$ cat src/rtl/arb_pkg.sv
package arb_pkg;
  // Strobes from control to datapath for one cycle
  typedef struct packed {
    logic grantIdx;  // 0: client 0 drives the request mux, 1: client 1
    logic pushOrd;   // record grantIdx as owner of a new read
    logic popOrd;    // head response delivered
    logic clearOrd;  // empty the owner FIFO
  } ctrlStrobesT;
endpackage

$ cat src/rtl/arb_datapath.sv
module arb_datapath
  import arb_pkg::*;
#(
  parameter int ADDR_W    = 24,
  parameter int DATA_W    = 64,
  parameter int ORD_DEPTH = 4
) (
  input  logic              clk,
  input  logic              rstN,
  input  ctrlStrobesT       strobes,
  input  logic              cli0ReqWrite,
  input  logic [ADDR_W-1:0] cli0ReqAddr,
  input  logic [DATA_W-1:0] cli0ReqData,
  input  logic              cli1ReqWrite,
  input  logic [ADDR_W-1:0] cli1ReqAddr,
  input  logic [DATA_W-1:0] cli1ReqData,
  output logic              memReqWrite,
  output logic [ADDR_W-1:0] memReqAddr,
  output logic [DATA_W-1:0] memReqData,
  input  logic [DATA_W-1:0] memRespData,
  output logic [DATA_W-1:0] cli0RespData,
  output logic [DATA_W-1:0] cli1RespData,
  output logic              ordFull,
  output logic              ordEmpty,
  output logic              headOwner
);
  localparam int PTR_W = (ORD_DEPTH > 1) ? $clog2(ORD_DEPTH) : 1;
  localparam int CNT_W = $clog2(ORD_DEPTH + 1);
  localparam logic [PTR_W-1:0] LAST_PTR = PTR_W'(ORD_DEPTH - 1);

  logic [ORD_DEPTH-1:0] ownerMem;
  logic [PTR_W-1:0]     wrPtr, rdPtr;
  logic [CNT_W-1:0]     count;

  function automatic logic [PTR_W-1:0] nextPtr(input logic [PTR_W-1:0] p);
    return (p == LAST_PTR) ? '0 : p + 1'b1;
  endfunction

  always_ff @(posedge clk) begin
    if (strobes.pushOrd) ownerMem[wrPtr] <= strobes.grantIdx;
  end

  always_ff @(posedge clk) begin
    if (!rstN || strobes.clearOrd) begin
      wrPtr <= '0;
      rdPtr <= '0;
      count <= '0;
    end else begin
      if (strobes.pushOrd) wrPtr <= nextPtr(wrPtr);
      if (strobes.popOrd)  rdPtr <= nextPtr(rdPtr);
      case ({strobes.pushOrd, strobes.popOrd})
        2'b10:   count <= count + 1'b1;
        2'b01:   count <= count - 1'b1;
        default: count <= count;
      endcase
    end
  end

  assign ordFull   = (count == CNT_W'(ORD_DEPTH));
  assign ordEmpty  = (count == '0);
  assign headOwner = ownerMem[rdPtr];

  // Request mux picks the granted client
  assign memReqWrite = strobes.grantIdx ? cli1ReqWrite : cli0ReqWrite;
  assign memReqAddr  = strobes.grantIdx ? cli1ReqAddr  : cli0ReqAddr;
  assign memReqData  = strobes.grantIdx ? cli1ReqData  : cli0ReqData;

  // Response data fans out; valids select the receiver
  assign cli0RespData = memRespData;
  assign cli1RespData = memRespData;
endmodule

$ cat src/rtl/arb_ctrl.sv
module arb_ctrl
  import arb_pkg::*;
(
  input  logic        clk,
  input  logic        rstN,
  input  logic        enable,
  input  logic        cli0ReqValid,
  input  logic        cli0ReqWrite,
  input  logic        cli1ReqValid,
  input  logic        cli1ReqWrite,
  input  logic        memReqReady,
  input  logic        memRespValid,
  input  logic        cli0RespReady,
  input  logic        cli1RespReady,
  input  logic        ordFull,
  input  logic        ordEmpty,
  input  logic        headOwner,
  output ctrlStrobesT strobes,
  output logic        memReqValid,
  output logic        cli0ReqReady,
  output logic        cli1ReqReady,
  output logic        memRespReady,
  output logic        cli0RespValid,
  output logic        cli1RespValid
);
  logic rrPref;   // client favoured on the next contested cycle
  logic elig0, elig1, grantIdx, fire, grantWrite, ownerReady, respGo;

  // A read needs a free owner slot; a write does not
  assign elig0    = cli0ReqValid && (cli0ReqWrite || !ordFull);
  assign elig1    = cli1ReqValid && (cli1ReqWrite || !ordFull);
  assign grantIdx = (elig0 && elig1) ? rrPref : elig1;

  assign memReqValid  = enable && (elig0 || elig1);
  assign fire         = memReqValid && memReqReady;
  assign grantWrite   = grantIdx ? cli1ReqWrite : cli0ReqWrite;
  assign cli0ReqReady = fire && !grantIdx;
  assign cli1ReqReady = fire && grantIdx;

  always_ff @(posedge clk) begin
    if (!rstN)     rrPref <= 1'b0;
    else if (fire) rrPref <= !grantIdx;
  end

  // Response steering by the owner FIFO head
  assign ownerReady    = headOwner ? cli1RespReady : cli0RespReady;
  assign respGo        = enable && !ordEmpty && memRespValid && ownerReady;
  assign memRespReady  = enable ? (!ordEmpty && ownerReady) : 1'b1;
  assign cli0RespValid = enable && !ordEmpty && memRespValid && !headOwner;
  assign cli1RespValid = enable && !ordEmpty && memRespValid && headOwner;

  always_comb begin
    strobes.grantIdx = grantIdx;
    strobes.pushOrd  = fire && !grantWrite;
    strobes.popOrd   = respGo;
    strobes.clearOrd = !enable;
  end
endmodule

$ cat src/rtl/dual_mem_arbiter.sv
module dual_mem_arbiter
  import arb_pkg::*;
#(
  parameter int ADDR_W    = 24,
  parameter int DATA_W    = 64,
  parameter int ORD_DEPTH = 4
) (
  input  logic              clk,
  input  logic              rstN,
  input  logic              enable,
  input  logic              cli0ReqValid,
  input  logic              cli0ReqWrite,
  input  logic [ADDR_W-1:0] cli0ReqAddr,
  input  logic [DATA_W-1:0] cli0ReqData,
  output logic              cli0ReqReady,
  input  logic              cli1ReqValid,
  input  logic              cli1ReqWrite,
  input  logic [ADDR_W-1:0] cli1ReqAddr,
  input  logic [DATA_W-1:0] cli1ReqData,
  output logic              cli1ReqReady,
  output logic              memReqValid,
  input  logic              memReqReady,
  output logic              memReqWrite,
  output logic [ADDR_W-1:0] memReqAddr,
  output logic [DATA_W-1:0] memReqData,
  input  logic              memRespValid,
  output logic              memRespReady,
  input  logic [DATA_W-1:0] memRespData,
  output logic              cli0RespValid,
  input  logic              cli0RespReady,
  output logic [DATA_W-1:0] cli0RespData,
  output logic              cli1RespValid,
  input  logic              cli1RespReady,
  output logic [DATA_W-1:0] cli1RespData
);
  ctrlStrobesT strobes;
  logic ordFull, ordEmpty, headOwner;

  arb_ctrl u_ctrl (
    .clk, .rstN, .enable,
    .cli0ReqValid, .cli0ReqWrite, .cli1ReqValid, .cli1ReqWrite,
    .memReqReady, .memRespValid, .cli0RespReady, .cli1RespReady,
    .ordFull, .ordEmpty, .headOwner,
    .strobes, .memReqValid, .cli0ReqReady, .cli1ReqReady,
    .memRespReady, .cli0RespValid, .cli1RespValid
  );

  arb_datapath #(.ADDR_W(ADDR_W), .DATA_W(DATA_W), .ORD_DEPTH(ORD_DEPTH)) u_dp (
    .clk, .rstN, .strobes,
    .cli0ReqWrite, .cli0ReqAddr, .cli0ReqData,
    .cli1ReqWrite, .cli1ReqAddr, .cli1ReqData,
    .memReqWrite, .memReqAddr, .memReqData,
    .memRespData, .cli0RespData, .cli1RespData,
    .ordFull, .ordEmpty, .headOwner
  );
endmodule

$ cat config.mk
export PLATFORM = sky130hd
export DESIGN_NAME = dual_mem_arbiter
export DESIGN_NICKNAME = d
export VERILOG_FILES = /design/src/rtl/arb_pkg.sv /design/src/rtl/arb_datapath.sv /design/src/rtl/arb_ctrl.sv /design/src/rtl/dual_mem_arbiter.sv
export SDC_FILE = /design/constraint.sdc
export NUM_CORES = 1
export LEC_CHECK = 0
export ABC_AREA = 1
export BUFFER_PORTS_ARGS = -buffer_cell sky130_fd_sc_hd__buf_2
export CORE_AREA = 3 3 183 185
export CTS_BUF_LIST = sky130_fd_sc_hd__clkbuf_8
export DETAILED_ROUTE_END_ITERATION = 7
export DIE_AREA = 0 0 186 188
export GPL_TIMING_DRIVEN = 0
export SLEW_MARGIN = 20
export SYNTH_ARGS = -nofsm -noshare
export SYNTH_HDL_FRONTEND = slang
export SYNTH_SLANG_ARGS = --single-unit
$ cat constraint.sdc
create_clock -name clk -period 2.5 [get_ports clk]
set_input_delay 0.25 -clock clk [delete_from_list [all_inputs] [get_ports clk]]
set_output_delay 0.25 -clock clk [all_outputs]
set_load 0.02 [all_outputs]
==> impl_metrics.tcl, run 1 <==
set metrics [dict create \
    outcome "finished, final reports clean" \
    syn_inst 519 \
    cpPeakStageDelay_ps 400 \
    cts_tree "yes" \
    htree_levels 1 \
    vias 4394 \
    dp_slack_ps 133 \
    fin_crit_ps 2290 \
    clk_pin_slew_ps 50 \
    yosys_warnings 0 \
    dr.pass1.iters 5 \
    synth_cell_types 20 \
    fp.dieH_um 188 \
    hold_end "u_ctrl.rrPref" \
    n_antenna_cell 0 \
    hp-start "rstN" \
    grt-ovfl-total 0 \
    power.total_mw 1.58 \
    p_per_area_nw_per_um2 289 \
    clock-sinks 12 \
    place_area_um2 5380 \
    crit_required_ps 2630 \
    grt_first_pass_wirelength_um 23100 \
    rr_startpoint "u_dp.count[1]" \
    clk_latency_ps 240 \
    viasPerCell 3.28 \
    drt_iter0_markers 132 \
    worst_slack_ps 213 \
    slew_violations 0 \
    syn_area_um2 2830 \
    swShare 0.481 \
    grt_max_degree 14 \
    max_cap_violations 0 \
    drt-total-wl_um 17000 \
    timing.hold.ws_ps 258 \
    peakVddDrop_mv 0.126 \
    grt_pass1_vias 4107 \
    core_um2 32200 \
    ctsHoldBuffers 0 \
    finClkSkew_ps 3.24 \
    final_util 0.170 \
    end_kind "flip-flop" \
    layoutNonFillerInstCount 1340 \
    worstSetupPathType "flip-flop to flip-flop" \
    crit_chain "nor2_4, nand3_1, nand2_1, inv_2, nand2_8, nand2_2, nand2_2, nand2_4, ha_1, inv_1, fa_1, a21oi_1, o21ai_1, o21ai_1, a21oi_1" \
    drc_errors 0 \
    arrival_ps 2420 \
    ff2ff_path_depth 15 \
    switchingPower_mw 0.760 \
    syn_avg_cell_area_um2 5.44 \
    p_leak_nw 3.49 \
    critPathTopFamily "simple AND/OR/NAND/NOR gates" \
    hold_violations 0 \
    tightestPinTransition_ps 277 \
    fin_crit_sh 0.915 \
    grt_antenna_before_repair 0 \
    maxSlewHeadroom 0.815 \
    startpoint_type "flip-flop" \
    track_usage 0.0853 \
    ys_ff_latch 12 \
    hold_path_depth 3 \
    rsz0062_at_grt "no" \
    cp_slowest_cell "dfxtp_1" \
    clock.fmax_mhz 437 \
    place.gp.congestion 0.812 \
    dp_cells 1336 \
    ioPinCount 474 \
    die_x_um 186 \
    detail-route-antenna-nets 0 \
    reg2reg_to "u_dp.count[2]" \
    syn2layout_area_growth_pct 93.4 \
    min_path_type "input port to flip-flop" \
    cp_max_fo 10 \
    yosysSeqAreaShare 0.0992 \
    cts-root-buf "clkbuf_8" \
    rows 66 \
    cts_buffer_depth 2 \
    p_clk_frac 0.135 \
    die_area_um2 35000 \
    final_cell_area_um2 5460 \
    reg2reg_setup_slack_ps 210 \
    seq_power_share 0.131 \
    io_buffers 409 \
    finalSetupViolCount 0 \
    p_int_mw 0.820 \
    initial_utilization 0.0877 \
    final_layout_size_suffix_gt1_frac 0.612 \
    nets 1191 \
    critical_path_buf_inv_count 2 \
    post_cts_buffers 0 \
    totalNegativeSetupSlack_ps 0 \
    synthesis.nets 777 \
    wl_per_cell_um 12.7 \
    cts_buffers 3 \
    dp_hpwl_um 15300 \
    power_frac_comb 0.735 \
]
-- state kept, by name, summed over array words and instances, names as in the netlist --
register and cells:
u_dp.count 3, u_ctrl.rrPref 1, u_dp.wrPtr 2, u_dp.rdPtr 2
u_dp.ownerMem 4
-- synth_stat cells --
library cell	count	area (um^2)
nor2_1	16	60.1
buf_4	129	968
buf_6	1	11.3
fa_1	1	20.0
nand2_2	2	12.5
edfxtp_1	4	120
nor2_2	1	6.26
inv_1	23	86.3
buf_2	16	80.1
ha_1	6	75.1
inv_2	2	7.51
nand3_1	6	30.0
nand3b_1	1	7.51
nor2_4	1	11.3
dfxtp_1	8	160
nand2_4	2	22.5
nand2_1	288	1080
a21oi_1	7	35.0
nand3_2	1	10.0
o21ai_0	4	20.0
-- logic make-up (layout without fill, tap and decap cells) --
family	count (synthesis)	count (layout)	synth area share
buffers and inverters	171	584	0.408
adder cells (fa/ha/maj)	7	7	0.0337
flip-flops	12	12	0.0992
AO/OA/AOI/OAI	11	11	0.0195
AND/OR/NAND/NOR	318	318	0.439
-- per-layer routing --
layer | up-vias | global-route usage | part of all wire
met4 | 0 | 0.0169 | 0.017
met5 | - | 0 | 0
met3 | 16 | 0.00931 | 0.074
met1 | 1893 | 0.109 | 0.41
met2 | 243 | 0.154 | 0.50
li1 | 2242 | - | -
-- final cells by class --
cell class	instances	area, um^2
fillers	3739	26700
clock buffers	4	55.1
inverters	25	93.8
repair buffers	409	2050
plain buffers	146	1060
multi-input cells	336	1410
well taps	408	510
flip-flops and latches	12	282
-- worst register-to-register path, cell delays in order, from the launching register on --
cell and delay (ps):
dfxtp_1 400, nor2_4 70, nand3_1 70, nand2_1 80, inv_2 110, nand2_8 120
nand2_2 90, nand2_2 90, nand2_4 110, ha_1 160, inv_1 70, fa_1 380
a21oi_1 160, o21ai_1 100, o21ai_1 120, a21oi_1 50
-- cell usage in the layout (no fill, tap or decap), types with 5 or more instances in the layout --
cell type  Yosys  routed
ha_1           6       6
dfxtp_1        8       7
inv_1         23      23
buf_2         16     423
buf_4        129     130
nand3_1        6       5
nand2_1      288     288
nor2_1        16      16
a21oi_1        7       7
-- what timing repair did --
action | 4_1_cts | 5_1_grt
cloned | 0 | 0
pin swaps | 0 | 3
setup endpoints to repair | 1 | 30
resized for setup | 1 | 7
-- how the worst max path moves through the flow --
| stage | start | endpoint | slack, ps | cells after the start |
|---|---|---|---|---|
| 3_3_place_gp | u_dp.count[0] | u_dp.count[2] | 190 | 14 |
| 4_1_cts | u_dp.count[0] | memReqData[31] | 20 | 9 |
| 5_1_grt | u_dp.count[1] | u_dp.count[2] | 10 | 15 |
| 6_report | u_dp.count[1] | u_dp.count[2] | 210 | 15 |
| 3_5_place_dp | u_dp.count[0] | u_dp.count[2] | 130 | 14 |
| 2_1_floorplan | u_dp.count[0] | u_dp.count[2] | 490 | 14 |
-- power groups by stage --
stage	Combinational [mW]	Clock (mW)	Sequential, mW
after floorplan	0.692	0	0.210
after global routing	1.25	0.225	0.207
after detailed placement	1.17	0	0.210
after CTS	1.17	0.218	0.206
after global placement	1.16	0	0.210
final	1.16	0.213	0.206
No activity file was read; power rests on OpenSTA's default activity.
==> run 2, diff against run 1 <==
- CORE_AREA: 3 3 183 185 -> 3 3 182 184
- DIE_AREA: 0 0 186 188 -> 0 0 185 187
- clock period: 2.5 -> 2.7 ns (I/O delays scaled with it)
==> run 2 against run 1 <==
Cell count shrank 0.37%; die area is 1.1% lower; critical path type is now flip-flop to output port; core utilization is 0.25 points higher; flip-flop and latch count unchanged; hold slack gained 42 ps; non-clock buffer count did not move; highest routed layer is now met5; largest power group unchanged.
==> impl_metrics.tcl, run 2 (same netlist as run 1, synthesis figures left out) <==
set metrics [dict create \
    outcome "finished, final reports clean" \
    hold_path_depth 3 \
    peakVddDrop_mv 0.153 \
    core_um2 31600 \
    cts_buffers 3 \
    syn2layout_area_growth_pct 92.3 \
    seq_power_share 0.132 \
    io_buffers 409 \
    finalSetupViolCount 0 \
    end_kind "output port" \
    power_frac_comb 0.733 \
    cts_tree "yes" \
    rr_startpoint "u_dp.count[1]" \
    die_area_um2 34600 \
    grt-ovfl-total 0 \
    use_met2 0.156 \
    vias 4396 \
    cts-root-buf "clkbuf_8" \
    grt_max_degree 14 \
    largest_reg_flops 4 \
    wl_per_cell_um 12.2 \
    power.total_mw 1.45 \
    clk_pin_slew_ps 50 \
    crit_chain "nor2_2, nand3_1, nand3_2, nand2_4, inv_2, buf_2, nand2_1, nand2_1, buf_2" \
    p_leak_nw 3.49 \
    reg_top3 "u_dp.ownerMem x4, u_dp.count x3" \
    drc_errors 0 \
    fp.dieH_um 187 \
    post_cts_buffers 0 \
    detail-route-antenna-nets 0 \
    ff2ff_path_depth 14 \
    drt_iter0_markers 134 \
    dp_hpwl_um 14600 \
    fin_crit_ps 2410 \
    clk_latency_ps 240 \
    switchingPower_mw 0.692 \
    hp-start "rstN" \
    place.gp.congestion 0.817 \
    totalNegativeSetupSlack_ps 0 \
    post_cts_resized 0 \
    grt_pass1_vias 4267 \
    drt-total-wl_um 16300 \
    arrival_ps 2140 \
    fin_crit_sh 0.893 \
    crit_required_ps 2430 \
    top_register "u_dp.ownerMem" \
    clock-sinks 12 \
    ctsHoldBuffers 0 \
    viasPerCell 3.29 \
    hold_end "u_ctrl.rrPref" \
    rsz0062_at_grt "no" \
    startpoint_type "flip-flop" \
    critPathTopFamily "buffers and inverters" \
    initial_utilization 0.0895 \
    grt_antenna_before_repair 2 \
    min_path_type "input port to flip-flop" \
    grtUsageMet1 0.0991 \
    finClkSkew_ps 0.467 \
    final_layout_size_suffix_gt1_frac 0.609 \
    cpPeakStageDelay_ps 350 \
    swShare 0.477 \
    cp_max_fo 11 \
    final_common_cell "buf_2" \
    final_cell_mix "buf_2 (425), nand2_1 (288), buf_4 (129)" \
    tightestPinTransition_ps 293 \
    worstSetupPathType "flip-flop to output port" \
    p_per_area_nw_per_um2 267 \
    reg2reg_to "u_dp.count[2]" \
    p_clk_frac 0.135 \
    critical_path_buf_inv_count 3 \
    hold_violations 0 \
    reg2reg_setup_slack_ps 380 \
    maxSlewHeadroom 0.804 \
    nets 1191 \
    grt_first_pass_wirelength_um 23000 \
    grt.busiest_layer "met2" \
    htree_levels 1 \
    grt_use_met3 0.0126 \
    slew_violations 0 \
    clock.fmax_mhz 415 \
    die_x_um 185 \
    dr.pass1.iters 6 \
    track_usage 0.0838 \
    rows 65 \
    ioPinCount 474 \
    cp_slowest_cell "buf_2" \
    max_cap_violations 0 \
    cts_buffer_depth 2 \
    p_int_mw 0.758 \
    path_depth 9 \
]
[run 2: changes by cell type in the layout (fill, tap and decap cells not counted), sizes merged]
cell	previous run	this run
diode	0	1
clkbuf	5	4
buf	554	555
[run 2: metrics by stage]
| step | hold slack, ps | cells | utilization | setup WS [ps] | cell area (um^2) |
|---|---|---|---|---|---|
| 6_report | 301 | 1335 | 0.172 | 289 | 5430 |
| 4_1_cts | 289 | 1334 | 0.172 | 182 | 5430 |
| 3_3_place_gp | 494 | 1330 | 0.170 | 363 | 5380 |
| 5_1_grt | 345 | 1334 | 0.172 | 71.6 | 5430 |
| 2_1_floorplan | 406 | 519 | - | 692 | 2830 |
| 3_5_place_dp | 499 | 1330 | 0.170 | 349 | 5380 |
[run 2: power by group through the flow]
stage               clock, mW  sequential [mW]  combinational, mW
floorplan                   0            0.194              0.641
detailed placement          0            0.195               1.07
finish                  0.196            0.191               1.06
CTS                     0.201            0.191               1.07
global placement            0            0.195               1.06
global route            0.209            0.191               1.15
[run 2: worst max path at each step]
stage,startpoint,end,slack (ps)
floorplan,u_dp.count[0],u_dp.count[2],690
global placement,u_dp.count[0],u_dp.count[2],360
detailed placement,cli0ReqWrite,u_dp.count[2],350
CTS,u_dp.count[1],memReqData[5],180
global route,u_dp.count[0],memReqData[6],70
finish,u_dp.count[1],memReqData[6],290
[run 2: cell type report]
type / instances / area (um^2)
antenna: 1 / 2.50
fill: 3683 / 26100
timing repair buffer: 409 / 2050
multi-input combinational: 336 / 1390
tap: 402 / 503
clock buffer: 4 / 55.1
sequential: 12 / 280
inverter: 25 / 93.8
buffer: 146 / 1060
[run 2: per-layer routing]
metal	vias up	wire (um)
met1	1911	6280
li1	2242	-
met4	4	333
met5	-	17
met3	17	1220
met2	222	8400
[run 2: worst min-delay path: cells and delay by family]
kind / cells / cell delay (ps)
AND/OR/NAND/NOR: 1 / 40
AO/OA/AOI/OAI: 1 / 80
buffers and inverters: 1 / 100
==> run 3, diff against run 2 <==
- CORE_AREA: 3 3 182 184 -> 3 3 183 185
- DIE_AREA: 0 0 185 187 -> 0 0 186 188
- SYNTH_HIERARCHICAL: not set -> 1
- TNS_END_PERCENT: not set -> 100
==> run 3 against run 2 <==
Synthesized area up 1.3%; setup slack got worse by 180 ps; non-clock buffer count down 5; largest cell class unchanged; total power shrank 0.90%; routed wire length is 2.3% lower; critical endpoint is now memReqData[26].
==> impl_metrics.tcl, run 3 <==
set metrics [dict create \
    outcome "finished, final reports clean" \
    min_path_type "input port to flip-flop" \
    synthArstFlopShare 0 \
    grt_pass1_vias 3479 \
    syn_inst 336 \
    fp.dieH_um 188 \
    end_kind "output port" \
    grt_first_pass_wirelength_um 20900 \
    finalSetupViolCount 0 \
    synthFlopType "dfxtp_1" \
    dr.pass1.iters 4 \
    die_area_um2 35000 \
    swShare 0.446 \
    syn_avg_cell_area_um2 8.52 \
    worst_slack_ps 112 \
    cp_slowest_cell "dfxtp_2" \
    p_leak_nw 3.11 \
    worstSetupPathType "flip-flop to output port" \
    die_x_um 186 \
    peakVddDrop_mv 0.110 \
    power_frac_comb 0.754 \
    cp_common_cell "buf_12" \
    cts_buffers 3 \
    hold_path_depth 3 \
    cpPeakStageDelay_ps 330 \
    hold_violations 0 \
    detail-route-antenna-nets 0 \
    ys_ff_latch 12 \
    p_per_area_nw_per_um2 260 \
    startpoint_type "flip-flop" \
    n_antenna_cell 0 \
    wl_per_cell_um 13.7 \
    place.gp.congestion 0.768 \
    cp_max_fo 10 \
    yosys_warnings 6 \
    power.total_mw 1.44 \
    track_usage 0.0801 \
    synthesis.nets 594 \
    synth.most_common_cell "buf_4" \
    place_area_um2 5420 \
    initial_utilization 0.0889 \
    viasPerCell 3.13 \
    vias 3627 \
    yosysTopAreaCellShare 0.341 \
    cts-root-buf "clkbuf_8" \
    fill_cells 3663 \
    maxSlewHeadroom 0.741 \
    drc_errors 0 \
    final_common_cell "buf_2" \
    drt-total-wl_um 15900 \
    finClkSkew_ps 3.71 \
    synth_cell_types 21 \
    max_cap_violations 0 \
    switchingPower_mw 0.641 \
    clock-sinks 12 \
    ioPinCount 474 \
    hold_end "u_ctrl/rrPref" \
    rr_startpoint "u_dp/count[2]" \
    final_layout_size_suffix_gt1_frac 0.873 \
    p_clk_frac 0.112 \
    yosysTopAreaCell "buf_4" \
    crit_chain "inv_1, nor3_4, nand2_1, nand2_2, inv_1, nand2_4, inv_2, buf_4, buf_12, buf_12, buf_12, mux2_4, buf_4" \
    ctsHoldBuffers 0 \
    p_int_mw 0.796 \
    final_cell_area_um2 5540 \
    hp-start "rstN" \
    syn_area_um2 2860 \
    synthTopCellsByArea "buf_4 (34%), mux2_2 (31%), dfxtp_1 (5.6%)" \
    arrival_ps 2320 \
    syn2layout_area_growth_pct 93.4 \
    reg_top3 "u_dp/ownerMem x4, u_dp/count x3" \
    htree_levels 1 \
    clk_pin_slew_ps 50 \
    reg2reg_to "u_dp/count[2]" \
    seq_power_share 0.134 \
    core_um2 32200 \
    grt_max_degree 11 \
    fin_crit_ps 2590 \
    grt-ovfl-total 0 \
    cts_buffer_depth 2 \
    dp_slack_ps 155 \
    yosysSeqAreaShare 0.0979 \
    nets 1009 \
    clock.fmax_mhz 386 \
    tightestPinTransition_ps 387 \
    slew_violations 0 \
    final_cell_mix "buf_2 (408), buf_4 (134), mux2_2 (79)" \
    ff2ff_path_depth 18 \
    synth-edff-count 4 \
    fin_crit_sh 0.958 \
    reg2reg_setup_slack_ps 290 \
    top_register "u_dp/ownerMem" \
    rows 66 \
    clk_latency_ps 230 \
    critPathTopFamily "buffers and inverters" \
    io_buffers 409 \
    cts_tree "yes" \
    dp_hpwl_um 14900 \
    critical_path_buf_inv_count 8 \
    drt_iter0_markers 82 \
    synthTopCellsByCount "buf_4 (130), mux2_2 (79), inv_1 (27)" \
    grt_antenna_before_repair 0 \
    crit_required_ps 2430 \
    largest_reg_flops 4 \
]
## run 3: final cells by class
type / count / area, um^2 / area share
repair buffers: 410 / 2060 / 0.372
inverters: 27 / 101 / 0.0183
clock buffers: 3 / 41.3 / 0.00746
well taps: 408 / 510 / 0.0922
clock inverters: 1 / 3.75 / 0.000678
multi-input cells: 157 / 1450 / 0.262
plain buffers: 140 / 1090 / 0.197
flip-flops and latches: 12 / 282 / 0.0508
## run 3: worst max path at each step
stage / to / from / cells past startpoint
2_1_floorplan: u_dp/count[2] / u_dp/count[2] / 19
3_3_place_gp: memReqData[51] / u_dp/count[2] / 11
3_5_place_dp: memReqData[51] / u_dp/count[2] / 11
4_1_cts: memReqData[35] / u_dp/count[2] / 12
5_1_grt: memReqData[26] / u_dp/count[2] / 12
6_report: memReqData[26] / u_dp/count[2] / 13
## run 3: logic make-up (layout without fill, tap and decap cells)
group	after synthesis	count (layout)	synth area share
AO/OA/AOI/OAI	15	15	0.0262
flip-flops	12	12	0.0979
buffers and inverters	167	581	0.400
AND/OR/NAND/NOR	46	46	0.0791
multiplexers	89	89	0.363
adder cells (fa/ha/maj)	7	7	0.0332
## run 3: timing repair
action | CTS | global route
gates resized for setup | 2 | 19
endpoints found under the setup margin | 72 | 82
buffers inserted | 0 | 1
pin swaps | 0 | 4
## run 3: worst register-to-register path: stages (launching register included)
cell and delay (ps):
dfxtp_2 330, inv_1 70, nor3_4 230, nand2_1 90
nand2_2 80, inv_1 60, nand2_4 80, nand2_1 50
o21ai_1 80, nor2_1 110, inv_1 150, ha_1 190
inv_1 60, fa_1 380, nand2_1 110, nand3_1 80
nand2_1 60, inv_1 40, nor2_1 80
## run 3: routing by layer
layer	up-vias	global-route usage	part of all wire
met5	-	0	0
met4	0	0.0163	0.018
met3	6	0.00369	0.072
met2	235	0.158	0.54
met1	1592	0.0937	0.37
li1	1794	-	-
## run 3: per-stage QoR
| step | TNS, ps | utilization | instances | hold slack (ps) |
|---|---|---|---|---|
| after global placement | 0 | 0.168 | 1153 | 512 |
| after floorplan | 0 | - | 336 | 390 |
| after detailed placement | 0 | 0.168 | 1153 | 527 |
| after CTS | 0 | 0.170 | 1157 | 279 |
| after global routing | -2.24 | 0.172 | 1158 | 298 |
| final | 0 | 0.172 | 1158 | 281 |
## run 3: power groups by stage
stage	Sequential, mW	Clock (mW)	Combinational [mW]
finish	0.193	0.160	1.08
global route	0.193	0.178	1.16
CTS	0.192	0.165	1.09
detailed placement	0.196	0	1.09
global placement	0.196	0	1.08
floorplan	0.195	0	0.654
